==> src/rtl/burst_col_pkg.sv <==
package burst_col_pkg;

  localparam int unsigned LEN_CODE_W = 3;
  localparam int unsigned FIX_LG_W   = 2;   // log2 of the largest fixed length (8) fits here

  typedef enum logic {
    ORD_SEQ = 1'b0,
    ORD_ILV = 1'b1
  } order_e;

  typedef struct packed {
    logic                full;   // run the whole row until stopped
    logic [FIX_LG_W-1:0] lg;     // log2 of fixed burst length
    order_e              order;
    logic                err;    // reserved code seen
  } burst_cfg_t;

endpackage

==> src/rtl/burst_mode_decode.sv <==
module burst_mode_decode
  import burst_col_pkg::*;
(
  input  logic [LEN_CODE_W-1:0] len_code,
  input  logic                  order_sel,
  output burst_cfg_t            cfg
);

  always_comb begin
    cfg.full  = 1'b0;
    cfg.lg    = '0;
    cfg.order = order_e'(order_sel);
    cfg.err   = 1'b0;
    unique case (len_code)
      3'b000: cfg.lg = 2'd0;
      3'b001: cfg.lg = 2'd1;
      3'b010: cfg.lg = 2'd2;
      3'b011: cfg.lg = 2'd3;
      3'b111: begin
        if (order_sel == 1'b0) cfg.full = 1'b1;
        else                   cfg.err  = 1'b1;
      end
      default: cfg.err = 1'b1;
    endcase
  end

endmodule

==> src/rtl/burst_addr_map.sv <==
module burst_addr_map
  import burst_col_pkg::*;
#(
  parameter int unsigned COL_W = 8
) (
  input  logic [COL_W-1:0]    base,
  input  logic [COL_W-1:0]    beat,
  input  logic                full,
  input  logic [FIX_LG_W-1:0] lg,
  input  order_e              order,
  output logic [COL_W-1:0]    addr
);

  logic [COL_W-1:0] sum;
  logic [COL_W-1:0] mask;

  assign sum = base + beat;

  // Each address bit is either held from the base (outside the wrap block)
  // or taken from the counted / XORed value (inside it).
  for (genvar i = 0; i < COL_W; i++) begin : g_bit
    assign mask[i] = full | (32'(lg) > i);
    assign addr[i] = !mask[i]         ? base[i] :
                     (order == ORD_ILV) ? (base[i] ^ beat[i]) :
                                          sum[i];
  end

endmodule

==> src/rtl/burst_seq_ctrl.sv <==
module burst_seq_ctrl
  import burst_col_pkg::*;
#(
  parameter int unsigned COL_W = 8
) (
  input  logic             clk,
  input  logic             rst,
  input  logic             start,
  input  logic             stop,
  input  logic [COL_W-1:0] start_col,
  input  burst_cfg_t       cfg_in,
  output logic [COL_W-1:0] col_addr,
  output logic             col_valid,
  output logic             col_last,
  output logic             cfg_err
);

  logic             active;
  logic [COL_W-1:0] base_q;
  logic [COL_W-1:0] beat_q;
  burst_cfg_t       cfg_q;
  logic [COL_W-1:0] next_addr;
  logic [COL_W-1:0] last_idx;
  logic             at_end;
  logic             single;

  burst_addr_map #(.COL_W(COL_W)) map_i (
    .base  (base_q),
    .beat  (beat_q),
    .full  (cfg_q.full),
    .lg    (cfg_q.lg),
    .order (cfg_q.order),
    .addr  (next_addr)
  );

  assign last_idx = (COL_W'(1) << cfg_q.lg) - COL_W'(1);
  assign at_end   = !cfg_q.full && (beat_q == last_idx);
  assign single   = !cfg_in.full && (cfg_in.lg == '0);

  always_ff @(posedge clk) begin
    if (rst) begin
      active    <= 1'b0;
      base_q    <= '0;
      beat_q    <= '0;
      cfg_q     <= '0;
      col_addr  <= '0;
      col_valid <= 1'b0;
      col_last  <= 1'b0;
      cfg_err   <= 1'b0;
    end else if (start) begin
      base_q    <= start_col;
      cfg_q     <= cfg_in;
      beat_q    <= COL_W'(1);
      col_addr  <= start_col;
      col_valid <= 1'b1;
      col_last  <= single;
      cfg_err   <= cfg_in.err;
      active    <= !single;
    end else if (stop) begin
      active    <= 1'b0;
      col_valid <= 1'b0;
      col_last  <= 1'b0;
    end else if (active) begin
      col_addr  <= next_addr;
      col_valid <= 1'b1;
      col_last  <= at_end;
      beat_q    <= beat_q + COL_W'(1);
      active    <= !at_end;
    end else begin
      col_valid <= 1'b0;
      col_last  <= 1'b0;
    end
  end

  // the final-beat marker never stands alone
  a_r5_last_has_valid: assert property (@(posedge clk) disable iff (rst)
    col_last |-> col_valid);

  // a full-page burst has no final beat
  a_r4_full_no_done: assert property (@(posedge clk) disable iff (rst)
    (col_valid && cfg_q.full) |-> !col_last);

  // bits above the largest fixed block never move inside a fixed burst
  a_r2_block_fixed: assert property (@(posedge clk) disable iff (rst)
    (col_valid && !col_last && !cfg_q.full && !start && !stop)
      |=> $stable(col_addr[COL_W-1:3]));

  // a running burst with no strobe produces the next beat on the next edge
  a_r10_back_to_back: assert property (@(posedge clk) disable iff (rst)
    (col_valid && !col_last && !stop) |=> col_valid);

endmodule

==> src/rtl/burst_col_gen.sv <==
module burst_col_gen
  import burst_col_pkg::*;
#(
  parameter int unsigned COL_W = 8
) (
  input  logic                  clk,
  input  logic                  rst,
  input  logic [LEN_CODE_W-1:0] mode_len,
  input  logic                  mode_order,
  input  logic                  burst_start,
  input  logic                  burst_stop,
  input  logic [COL_W-1:0]      start_col,
  output logic [COL_W-1:0]      col_addr,
  output logic                  col_valid,
  output logic                  burst_done,
  output logic                  mode_err
);

  burst_cfg_t dec_cfg;

  burst_mode_decode dec_i (
    .len_code  (mode_len),
    .order_sel (mode_order),
    .cfg       (dec_cfg)
  );

  burst_seq_ctrl #(.COL_W(COL_W)) seq_i (
    .clk       (clk),
    .rst       (rst),
    .start     (burst_start),
    .stop      (burst_stop),
    .start_col (start_col),
    .cfg_in    (dec_cfg),
    .col_addr  (col_addr),
    .col_valid (col_valid),
    .col_last  (burst_done),
    .cfg_err   (mode_err)
  );

  // start produces its first beat, carrying the start column
  a_r10_first_beat: assert property (@(posedge clk) disable iff (rst)
    burst_start |=> (col_valid && col_addr == $past(start_col)));

  // a single-beat burst is valid and done at once
  a_r5_single_beat: assert property (@(posedge clk) disable iff (rst)
    (burst_start && !dec_cfg.full && dec_cfg.lg == '0) |=> (col_valid && burst_done));

  // stop without start silences the stream
  a_r6_stop_quiet: assert property (@(posedge clk) disable iff (rst)
    (burst_stop && !burst_start) |=> (!col_valid && !burst_done));

  // reserved code gives a flagged single beat
  a_r8_reserved: assert property (@(posedge clk) disable iff (rst)
    (burst_start && dec_cfg.err) |=> (mode_err && burst_done));

  // reset clears the outputs
  a_r9_reset: assert property (@(posedge clk)
    rst |=> (!col_valid && !burst_done && !mode_err));

endmodule

==> config.mk <==
export PLATFORM = sky130hd
export DESIGN_NAME = burst_col_gen
export DESIGN_NICKNAME = d
export VERILOG_FILES = /design/src/rtl/burst_col_pkg.sv /design/src/rtl/burst_mode_decode.sv /design/src/rtl/burst_addr_map.sv /design/src/rtl/burst_seq_ctrl.sv /design/src/rtl/burst_col_gen.sv
export SDC_FILE = /design/constraint.sdc
export NUM_CORES = 1
export LEC_CHECK = 0
export ABC_CLOCK_PERIOD_IN_PS = 2820
export BUFFER_PORTS_ARGS = -buffer_cell sky130_fd_sc_hd__buf_2
export CORE_ASPECT_RATIO = 0.9
export CORE_MARGIN = 10
export CORE_UTILIZATION = 56
export DETAILED_ROUTE_END_ITERATION = 10
export PLACE_DENSITY = 0.82
export SETUP_SLACK_MARGIN = 0.1
export SLEW_MARGIN = 5
export SYNTH_ARGS = -nofsm -noshare
export SYNTH_HDL_FRONTEND = slang
export SYNTH_HIERARCHICAL = 1
export SYNTH_SLANG_ARGS = --single-unit
export TNS_END_PERCENT = 30
==> constraint.sdc <==
create_clock -name clk -period 2.82 [get_ports clk]
set_input_delay 0.282 -clock clk [delete_from_list [all_inputs] [get_ports clk]]
set_output_delay 0.282 -clock clk [all_outputs]
set_load 0.01 [all_outputs]
==> metrics.cfg <==
[cts]
cts_max_level = 2
clock-root-buffer = clkbuf_8
cts_tree = done
hold_buffers = 0
clockBufferDepth = 2
postCtsSetupRepairBufs = 0
ctsResizeCount = 0
clock_latency_ns = 0.29
path_clk_slew_ns = 0.07
cts_sinks = 32
cts_buffers = 5

[finish]
postLayoutCellArea_um2 = 2061
multi_input_area_um2 = 1115
diodes = 0
layout-area-overhead-vs-synth_pct = 12.04
drive_above_1_share_pct = 20.70
fin_nets = 251
final_cells = 269
postLayoutCoreUtil_pct = 66.17
fill_cells = 265
seq_area_um2 = 640.6

[die]
num_rows = 19
dieArea_um2 = 5980
die_h_um = 74.37
die_w_um = 80.41
io_pins = 27
core_um2 = 3114
start_util_pct = 59.06

[job]
maxCapViolCount = 0

[sta]
hold_slack_ns = 0.2609
fin_ws_ns = 0.4792
fin_skew_ns = 0.006889
finalSetupTns_ns = 0
rsz0062_at_grt = false
max_clock_freq_mhz = 427.2
period_minus_slack_ns = 2.341
slew_viol_final = 0
slew_headroom_pct = 60.89
setup_viol = 0
fin_crit_sh_pct = 83.01
hold_violations = 0
tightest_slew_ns = 0.5867

[pwr]
power.density_nw_per_um2 = 511.2
intPower_mw = 0.7928
switching_share_pct = 24.74
ir_worst_vdd_uv = 318.3
pwr-share-seq_pct = 46.4
total_power_mw = 1.053
p_clk_share_pct = 41.8
pwr-share-comb_pct = 11.7
p_sw_mw = 0.2606
p_leak_nw = 0.8664

[yosys]
synth-simple-area-share_pct = 23.27
ys_types = 47
ys_dominant_reg_cell = dfxtp_1
ys.warnings.count = 6
synth_compound_area_share_pct = 14.22
synthTopCellsByCount = 32 x dfxtp_1, 31 x nor2_1, 17 x nand2_1
syn_nets = 231
async_flop_share_pct = 0
synth_cells = 206
synth_top_family_by_area = simple AND/OR/NAND/NOR gates
synth_edf_count = 0
ys_ff_latch = 32
syn_avg_cell_area_um2 = 8.928
synthMuxAreaShare_pct = 9.932
synth_xor_area_share_pct = 6.667
synth_top_area_cell = dfxtp_1
synthTopCellsByArea = dfxtp_1 35%, mux2i_1 8.7%, nor2_1 6.3%
synth-adder-area-share_pct = 6.531
yosysMostFrequentCell = dfxtp_1
synth_area_um2 = 1839
yosysTopAreaCellShare_pct = 34.83
ys_seq_area_share_pct = 34.83

[routing]
ant_nets = 0
drt-initial-drc-count = 101
wirelength_um = 3804
firstDrtPassIters = 4
vias = 1486
wire_per_inst_um = 14.14
vias_per_cell = 5.524
drc = 0

[critical_path]
endpoint = seq_i/col_addr[7]
reg2reg_from = seq_i/beat_q[1]
crit_path_start = seq_i/beat_q[1]
required_ns = 3.05
r2r_cells = 9
crit_type = reg -> reg
end_kind = flop
startpoint_type = flop
rr_endpoint = seq_i/col_addr[7]
r2r_setup_slack_ns = 0.48
crit_path_max_fanout = 6
worstPathArrival_ns = 2.57

[global_route]
grt_antenna_before_repair = 0
grt_pass1_vias = 1542
grt_pass1_wl_um = 6665
track_usage_pct = 13.85
grt_max_degree = 36
gr-total-overflow = 0

[placed_design]
placedCellCount = 261
pre_cts_ws_ns = 0.5220
hpwl_um = 2745
routabilityCongestion = 0.8893
placed_cell_area_um2 = 1949
port_buffers = 26

[status]
status = finished, final reports clean

[hold_path]
holdPathStages = 3
hold_class = in -> reg

-- per-layer routing --
metal / routed length [um] / vias up / part of all wire [%] / track usage [%]
li1: - / 752 / - / -
met1: 1710 / 686 / 45 / 15.74
met2: 1770 / 41 / 47 / 23.06
met3: 260 / 7 / 6.8 / 4.578
met4: 63 / 0 / 1.7 / 6.445
met5: 0 / - / 0 / 0
-- registers in the layout (all words and copies together), names as in the netlist --
| name | count |
|---|---|
| seq_i/active | 1 |
| seq_i/base_q | 8 |
| seq_i/beat_q | 8 |
| seq_i/cfg_err | 1 |
| seq_i/cfg_q | 4 |
| seq_i/col_addr | 8 |
| seq_i/col_last | 1 |
| seq_i/col_valid | 1 |
-- cell type report --
class	instances	area share [%]
clock buffers	5	3.339
clock inverters	3	2.064
inverters	1	0.1821
multi-input cells	159	54.10
flip-flops and latches	32	31.09
well taps	42	2.550
repair buffers	27	6.679
-- power by group through the flow --
stage	Sequential, mW	Combinational, mW	Clock [mW]
after CTS	0.489	0.125	0.446
final	0.489	0.124	0.440
after global routing	0.492	0.139	0.469
after detailed placement	0.500	0.125	0
after floorplan	0.498	0.0909	0
after global placement	0.498	0.121	0
-- placed cells by master (no fill, tap or decap), types with 5 or more instances in the layout --
master / n
dfxtp_1: 32
nor2_1: 31
buf_2: 26
nand2_1: 17
mux2i_1: 16
a21oi_1: 14
o21a_1: 9
nand2b_1: 9
xor2_1: 9
ha_1: 8
clkbuf_8: 5
xnor2_1: 5
-- logic make-up (layout without fill, tap and decap cells) --
group / Yosys count / in the layout
flops: 32 / 32
simple gates: 81 / 81
buf+inv: 15 / 36
compound gates: 37 / 37
xor+xnor: 14 / 14
fa+ha+maj: 9 / 9
mux: 18 / 18
-- critical path, cell delays in order (launching register included) --
cell and delay (ns):
dfxtp_1 0.45, ha_1 0.30, a211oi_1 0.36, o32ai_2 0.17, a31oi_1 0.23, mux2i_1 0.26
xor2_1 0.17, mux2i_1 0.09, o21a_1 0.17, nor2_1 0.08
-- worst min path at each step --
stage / startpoint / endpoint / slack (ns)
after detailed placement: seq_i/base_q[7] / seq_i/base_q[7] / 0.48
after floorplan: start_col[0] / seq_i/base_q[0] / 0.45
after global placement: seq_i/cfg_err / seq_i/cfg_err / 0.47
final: start_col[4] / seq_i/base_q[4] / 0.26
after CTS: start_col[4] / seq_i/base_q[4] / 0.26
after global routing: start_col[4] / seq_i/base_q[4] / 0.28
Note: power is estimated with default switching activity, not from simulation.
